==> src/rtl/nest_vic_pkg.sv <==
package nest_vic_pkg;
  // Register word indices (byte offset >> 2)
  localparam logic [9:0] W_STAT_N  = 10'h000;
  localparam logic [9:0] W_STAT_F  = 10'h001;
  localparam logic [9:0] W_RAW     = 10'h002;
  localparam logic [9:0] W_ROUTE   = 10'h003;
  localparam logic [9:0] W_EN_SET  = 10'h004;
  localparam logic [9:0] W_EN_CLR  = 10'h005;
  localparam logic [9:0] W_SW_SET  = 10'h006;
  localparam logic [9:0] W_SW_CLR  = 10'h007;
  localparam logic [9:0] W_GUARD   = 10'h008;
  localparam logic [9:0] W_VECTOR  = 10'h00C;
  localparam logic [9:0] W_DEF_VEC = 10'h00D;
  // Region tags from address bits 11:6
  localparam logic [5:0] RG_HADDR  = 6'h04;
  localparam logic [5:0] RG_SLOT   = 6'h08;
  localparam logic [6:0] RG_IDENT  = 7'h7F;
endpackage

==> src/rtl/nest_vic_masks.sv <==
module nest_vic_masks #(
  parameter int NSRC  = 32,
  parameter int NSLOT = 16,
  localparam int SRC_W = $clog2(NSRC)
) (
  input  logic [NSLOT-1:0][SRC_W:0]   slot_ctl,
  output logic [NSLOT+1:0][NSRC-1:0]  lvl_mask
);
  function automatic logic [NSRC-1:0] slot_bit(input logic [SRC_W:0] c);
    slot_bit = c[SRC_W] ? (NSRC'(1) << c[SRC_W-1:0]) : '0;
  endfunction

  assign lvl_mask[0] = '0;
  for (genvar g = 0; g < NSLOT; g++) begin : g_chain
    assign lvl_mask[g+1] = lvl_mask[g] | slot_bit(slot_ctl[g]);
  end
  assign lvl_mask[NSLOT+1] = '1;
endmodule

==> src/rtl/nest_vic_level.sv <==
module nest_vic_level #(
  parameter int NSRC  = 32,
  parameter int NSLOT = 16,
  localparam int LVL_W = $clog2(NSLOT + 2),
  localparam logic [LVL_W-1:0] IDLE = LVL_W'(NSLOT + 1)
) (
  input  logic                         clk,
  input  logic                         rst_n,
  input  logic                         ack_i,
  input  logic                         done_i,
  input  logic [NSRC-1:0]              raw_i,
  input  logic [NSLOT+1:0][NSRC-1:0]   mask_i,
  output logic [LVL_W-1:0]             cur_o,
  output logic [LVL_W-1:0]             ack_lvl_o
);
  logic [LVL_W-1:0] prev_q [NSLOT+1];
  logic [LVL_W-1:0] prev_cur;

  // Lowest level below cur whose next mask holds a raw source; else cur.
  function automatic logic [LVL_W-1:0] pick(input logic [NSRC-1:0] r,
                                            input logic [NSLOT+1:0][NSRC-1:0] m,
                                            input logic [LVL_W-1:0] cur);
    pick = cur;
    for (int i = NSLOT; i >= 0; i--)
      if (LVL_W'(i) < cur && (r & m[i+1]) != '0) pick = LVL_W'(i);
  endfunction

  assign ack_lvl_o = pick(raw_i, mask_i, cur_o);
  assign prev_cur  = (cur_o == IDLE) ? IDLE : prev_q[cur_o];

  always_ff @(posedge clk or negedge rst_n) begin
    if (!rst_n) begin
      cur_o <= IDLE;
      for (int i = 0; i <= NSLOT; i++) prev_q[i] <= IDLE;
    end else if (done_i) begin
      if (cur_o != IDLE) cur_o <= prev_cur;
    end else if (ack_i && ack_lvl_o < cur_o) begin
      prev_q[ack_lvl_o] <= cur_o;
      cur_o <= ack_lvl_o;
    end
  end

  a_r6_ack_raises: assert property (@(posedge clk) disable iff (!rst_n)
    (ack_i && !done_i && ack_lvl_o < cur_o) |=> cur_o == $past(ack_lvl_o));
  a_r7_done_restores: assert property (@(posedge clk) disable iff (!rst_n)
    (done_i && cur_o != IDLE) |=> cur_o == $past(prev_cur));
  a_r7_idle_done_noop: assert property (@(posedge clk) disable iff (!rst_n)
    (done_i && cur_o == IDLE) |=> cur_o == IDLE);
  a_r9_level_range: assert property (@(posedge clk) disable iff (!rst_n)
    cur_o <= IDLE);
endmodule

==> src/rtl/nest_vic.sv <==
module nest_vic #(
  parameter int          NSRC     = 32,
  parameter int          NSLOT    = 16,
  parameter int          DW       = 32,
  parameter logic [63:0] ID_BYTES = 64'hB105_F00D_0004_1190,
  localparam int SRC_W = $clog2(NSRC),
  localparam int LVL_W = $clog2(NSLOT + 2)
) (
  input  logic            clk,
  input  logic            rst_n,
  input  logic [NSRC-1:0] src_i,
  input  logic [11:0]     bus_addr,
  input  logic            bus_wr,
  input  logic            bus_rd,
  input  logic [DW-1:0]   bus_wdata,
  output logic [DW-1:0]   bus_rdata,
  output logic            irq_o,
  output logic            fiq_o
);
  import nest_vic_pkg::*;

  logic [NSRC-1:0] soft_q, en_q, route_q;
  logic            guard_q;
  logic [DW-1:0]   def_q;
  logic [DW-1:0]   haddr_q [NSLOT];
  logic [NSLOT-1:0][SRC_W:0] ctl_q;

  logic [NSRC-1:0] raw, stat_n, stat_f;
  logic [NSLOT+1:0][NSRC-1:0] lvl_mask;
  logic [LVL_W-1:0] cur_lvl, ack_lvl;
  logic [9:0] word;
  logic [3:0] slot;
  logic       in_haddr, in_ctl, in_id, ack, done;
  logic [DW-1:0] vec_rd;

  assign raw    = src_i | soft_q;
  assign stat_n = raw & en_q & ~route_q;
  assign stat_f = raw & route_q;

  assign word     = bus_addr[11:2];
  assign slot     = bus_addr[5:2];
  assign in_haddr = bus_addr[11:6] == RG_HADDR && 32'(slot) < NSLOT;
  assign in_ctl   = bus_addr[11:6] == RG_SLOT  && 32'(slot) < NSLOT;
  assign in_id    = bus_addr[11:5] == RG_IDENT;
  assign done     = bus_wr && word == W_VECTOR;
  assign ack      = bus_rd && !bus_wr && word == W_VECTOR;

  nest_vic_masks #(.NSRC(NSRC), .NSLOT(NSLOT)) u_masks (
    .slot_ctl (ctl_q),
    .lvl_mask (lvl_mask)
  );

  nest_vic_level #(.NSRC(NSRC), .NSLOT(NSLOT)) u_level (
    .clk       (clk),
    .rst_n     (rst_n),
    .ack_i     (ack),
    .done_i    (done),
    .raw_i     (raw),
    .mask_i    (lvl_mask),
    .cur_o     (cur_lvl),
    .ack_lvl_o (ack_lvl)
  );

  // Handler address for the level the acknowledge lands on
  assign vec_rd = (32'(ack_lvl) < NSLOT) ? haddr_q[ack_lvl[3:0]] : def_q;

  always_comb begin
    bus_rdata = '0;
    if (in_haddr)   bus_rdata = haddr_q[slot];
    else if (in_ctl) bus_rdata = DW'(ctl_q[slot]);
    else if (in_id)  bus_rdata = DW'(ID_BYTES[{bus_addr[4:2], 3'b000} +: 8]);
    else begin
      case (word)
        W_STAT_N:  bus_rdata = DW'(stat_n);
        W_STAT_F:  bus_rdata = DW'(stat_f);
        W_RAW:     bus_rdata = DW'(raw);
        W_ROUTE:   bus_rdata = DW'(route_q);
        W_EN_SET:  bus_rdata = DW'(en_q);
        W_SW_SET:  bus_rdata = DW'(soft_q);
        W_GUARD:   bus_rdata = DW'(guard_q);
        W_VECTOR:  bus_rdata = vec_rd;
        W_DEF_VEC: bus_rdata = def_q;
        default:   bus_rdata = '0;
      endcase
    end
  end

  always_ff @(posedge clk or negedge rst_n) begin
    if (!rst_n) begin
      soft_q  <= '0;
      en_q    <= '0;
      route_q <= '0;
      guard_q <= 1'b0;
      def_q   <= '0;
      ctl_q   <= '0;
      for (int i = 0; i < NSLOT; i++) haddr_q[i] <= '0;
    end else if (bus_wr) begin
      if (in_haddr)    haddr_q[slot] <= bus_wdata;
      else if (in_ctl) ctl_q[slot]   <= bus_wdata[SRC_W:0];
      else begin
        case (word)
          W_ROUTE:   route_q <= bus_wdata[NSRC-1:0];
          W_EN_SET:  en_q    <= en_q | bus_wdata[NSRC-1:0];
          W_EN_CLR:  en_q    <= en_q & ~bus_wdata[NSRC-1:0];
          W_SW_SET:  soft_q  <= soft_q | bus_wdata[NSRC-1:0];
          W_SW_CLR:  soft_q  <= soft_q & ~bus_wdata[NSRC-1:0];
          W_GUARD:   guard_q <= bus_wdata[0];
          W_DEF_VEC: def_q   <= bus_wdata;
          default: ;
        endcase
      end
    end
  end

  always_ff @(posedge clk or negedge rst_n) begin
    if (!rst_n) begin
      irq_o <= 1'b0;
      fiq_o <= 1'b0;
    end else begin
      irq_o <= (stat_n & lvl_mask[cur_lvl]) != '0;
      fiq_o <= stat_f != '0;
    end
  end

  // masks only grow with the level number
  for (genvar g = 0; g <= NSLOT; g++) begin : g_chk
    a_r4_mask_nested: assert property (@(posedge clk) disable iff (!rst_n)
      (lvl_mask[g] & ~lvl_mask[g+1]) == '0);
  end
  a_r5_irq_quiet: assert property (@(posedge clk) disable iff (!rst_n)
    (en_q == '0) |=> !irq_o);
  a_r3_fiq_quiet: assert property (@(posedge clk) disable iff (!rst_n)
    (stat_f == '0) |=> !fiq_o);
  a_r3_fiq_ungated: assert property (@(posedge clk) disable iff (!rst_n)
    (stat_f != '0 && en_q == '0) |=> fiq_o);
endmodule

==> config.mk <==
export PLATFORM = sky130hd
export DESIGN_NAME = nest_vic
export DESIGN_NICKNAME = d
export VERILOG_FILES = /design/src/rtl/nest_vic_pkg.sv /design/src/rtl/nest_vic_masks.sv /design/src/rtl/nest_vic_level.sv /design/src/rtl/nest_vic.sv
export SDC_FILE = /design/constraint.sdc
export NUM_CORES = 2
export LEC_CHECK = 0
export BUFFER_PORTS_ARGS = -buffer_cell sky130_fd_sc_hd__buf_2
export CORE_AREA = 2 2 370 463
export DETAILED_ROUTE_END_ITERATION = 12
export DIE_AREA = 0 0 372 465
export PLACE_DENSITY = 0.47
export REMOVE_ABC_BUFFERS = 1
export SYNTH_ARGS = -nofsm -noshare
export SYNTH_HDL_FRONTEND = slang
export SYNTH_SLANG_ARGS = --single-unit
==> constraint.sdc <==
create_clock -name clk -period 6.75 [get_ports clk]
set_input_delay 0.3375 -clock clk [delete_from_list [all_inputs] [get_ports clk]]
set_output_delay 0.3375 -clock clk [all_outputs]
set_load 0.1 [all_outputs]
==> out/qor.yml <==
failed_checks: "capacitance limit, setup timing"
synth_edf_count: 0
placed_area_mm2: 0.0681
die_y_um: 465
critPathMostFrequentCell: "buf_4"
syn_avg_cell_area_um2: 9.78
dieArea_mm2: 0.173
post-dp-hpwl_um: 306000
rsz0062_at_grt: "yes"
ys_ff_latch: 829
track_usage_pct: 47.0
r2r_start: "ctl_q[39]"
synth.top_cell.area_share_pct: 33.8
vias: 64152
synth_seq_area_share_pct: 35.4
fin_area_mm2: 0.0758
ctsRootBufferMaster: "clkbuf_16"
ys.flop_type: "dfrtp_1"
synth_area_leaders: "dfrtp_1 (34%), mux2_2 (14%), mux4_2 (8.1%)"
ys_types: 105
clk_pin_slew_worst_paths_ns: 0.07
drt-total-wl_um: 418000
synthCells: 6007
outcome: "finished, violations left"
min_path_type: "in2reg"
finalPower_mw: 13.8
r2r_cells: 44
cts_tree: "built"
setup_viol: 28
grt-ovfl-total: 0
port_buffers: 111
holdWs_ns: 0.0458
crit_chain: "buf_4 -> buf_6 -> nand4b_1 -> o22ai_1 -> a21oi_1 -> nand3_1 -> a222oi_1 -> buf_4 -> nand4_1 -> o41ai_2 -> buf_4 -> o21ai_4 -> a21o_1 -> a31oi_4 -> buf_6 -> nor3_4 -> buf_4 -> buf_8 -> a32oi_2 -> o2111ai_2 -> a2111oi_4 -> nand4b_1 -> buf_12 -> buf_12"
num_rows: 169
cpPeakStageDelay_ns: 0.67
r2r_setup_slack_ns: 0
end_kind: "primary output"
cts.sink_count: 829
drt_iter0_drc: 9059
antenna_found_initial: 52
rr_endpoint: "irq_o"
clockBufferDepth: 3
grt_pass1_vias: 60858
p_leak_nw: 32.4
async_reset_ff_share_pct: 100
critPathKind: "reg2out"
fp.dieW_um: 372
fin_skew_ns: 0.0694
min_period_ns: 6.95
fillCellCount: 16379
detail_route.first_pass.iterations: 6
setup.worst_path.start: "ctl_q[50]"
crit_end: "bus_rdata[10]"
slew_viol_final: 0
cp_max_fo: 16
slew_headroom_pct: 0.218
route.detailed.drc: 0
fmax_mhz: 144
ios: 114
worstPathRequired_ns: 6.41
wire_per_inst_um: 46.0
slowest_stage: "a222oi_1"
nets: 6830
peakVddDrop_mv: 0.247
yosysWarnings: 0
worst_slack_ns: -0.203
start_kind: "flop"
syn_to_final_growth_pct: 29.0
clk_latency_ns: 0.77
initial_core_util_pct: 34.8
final_cell_mix: "buf_4 (1005), mux2_2 (752), dfrtp_1 (746)"
synth_top_area_cell: "dfrtp_1"
core_area_mm2: 0.169
netlist_area_mm2: 0.0587
grt_max_degree: 158
h-tree-depth: 3
power-per-cell-area_mw_per_mm2: 183
vias_per_cell: 7.06
critPathArrivalTime_ns: 6.62
grt_pass1_wl_um: 551000
hold_violations: 0
cts_inserted_buffers: 92
layout_commonest_cell: "buf_4"
gp_congestion: 1.12
fin_crit_sh_pct: 103
drive_gt1_share_pct: 43.0
worst_pin_slew_ns: 1.49
cap_viol_max_count: 1
ant_nets: 0
[cell families after synthesis]
family	share of synthesized area (%)
AO/OA/AOI/OAI	19.9
XOR/XNOR	0.0149
adder cells (fa/ha/maj)	0.0852
buffers and inverters	4.28
flip-flops	35.4
multiplexers	25.2
AND/OR/NAND/NOR	15.2
[per-layer routing]
metal	vias to the layer above	part of all wire (%)	global-route usage [%]
met5	-	0.048	0.0557
met3	1753	10	13.7
met4	28	11	41.3
met1	32482	36	55.2
met2	4909	43	69.7
li1	24980	-	-
[final cells by class]
cell class                      instances  area (um2)  share of cell area, %
Antenna cell                           37        92.6                  0.122
Clock buffer                          138        2750                   3.62
Clock inverter                         34         552                  0.728
Inverter                               34         128                  0.168
Multi-Input combinational cell       4543       37900                   50.0
Sequential cell                       829       20900                   27.5
Tap cell                             2223        2780                   3.67
Timing Repair Buffer                 1246       10700                   14.1
[worst min-delay path by stage]
stage	startpoint	end	slack (ns)	depth (start not counted)
after detailed placement	rst_n	haddr_q[487]	0.44	1
after floorplan	rst_n	async pin	0.04	0
after global routing	bus_wdata[18]	flop	0.07	2
final	bus_wdata[30]	flop	0.05	2
after global placement	rst_n	haddr_q[359]	0.44	1
after CTS	bus_wdata[18]	flop	0.001	2
[synthesized netlist by cell type, types with 15 or more instances]
cell         n
clkbuf_1   435
a211oi_1    38
a32oi_1     16
nand2b_1    55
a31oi_1    191
inv_1       32
a21oi_1    316
a221oi_1    64
mux2_2     755
buf_1       81
a41oi_1     19
nor3b_1     15
o21a_1      19
mux4_2     211
nand2_1    346
a22oi_1     91
nand4bb_1   18
nand4b_1    37
nand3b_1    24
nor3_1     146
nand4_1     96
o22ai_1    181
nor2b_1     49
mux2i_1    140
o21ai_0    358
o2111ai_1   51
dfrtp_1    793
nand3_1    136
and3_1      29
o22a_1      16
o31ai_1     53
o211ai_1    67
or3_1       23
a22o_1      24
nor3_2      18
o221ai_1    18
dfstp_2     36
nor4_1      52
and2_1      27
a221o_1     25
or2_2       62
buf_2       71
a2111oi_0   42
nor2_1     426
[state kept, by name, summed over array words and instances, names as in the netlist, named ones only]
register,cells
guard_q,1
haddr_q,512
irq_o,1
u_level.prev_q,85
def_q,32
ctl_q,96
fiq_o,1
route_q,32
u_level.cur_o,5
[worst max-delay path: cells and delay by family (launching register included)]
family / cells / cell delay, ns
buf+inv: 9 / 1.80
flops: 1 / 0.40
compound gates: 10 / 2.95
simple gates: 5 / 0.72
[report_power, final]
group | leakage (nW) | switching, mW | internal [mW]
logic | 19.5 | 2.04 | 1.16
clock network | 1.61 | 2.34 | 3.18
registers | 11.3 | 0.0786 | 5.04
total | 32.4 | 4.46 | 9.39
[per-stage QoR]
stage / utilization (%) / instances / worst slack, ns / TNS (ns)
after CTS: 43.7 / 8956 / -0.0153 / -0.0153
final: 44.8 / 9084 / -0.203 / -2.54
after global routing: 44.8 / 9048 / -0.172 / -2.14
after global placement: 40.3 / 8675 / -0.354 / -4.20
after floorplan: - / 5406 / -10.14 / -515.34
after detailed placement: 40.3 / 8675 / -0.288 / -4.17
[what timing repair did]
action,CTS,global route
gates resized for setup,338,231
hold endpoints to repair,89,0
setup endpoints to repair,45,33
cloned,2,3
hold buffers,1,0
pin swaps,62,75
setup buffers,107,93
Note: power is estimated with default switching activity, not from simulation.
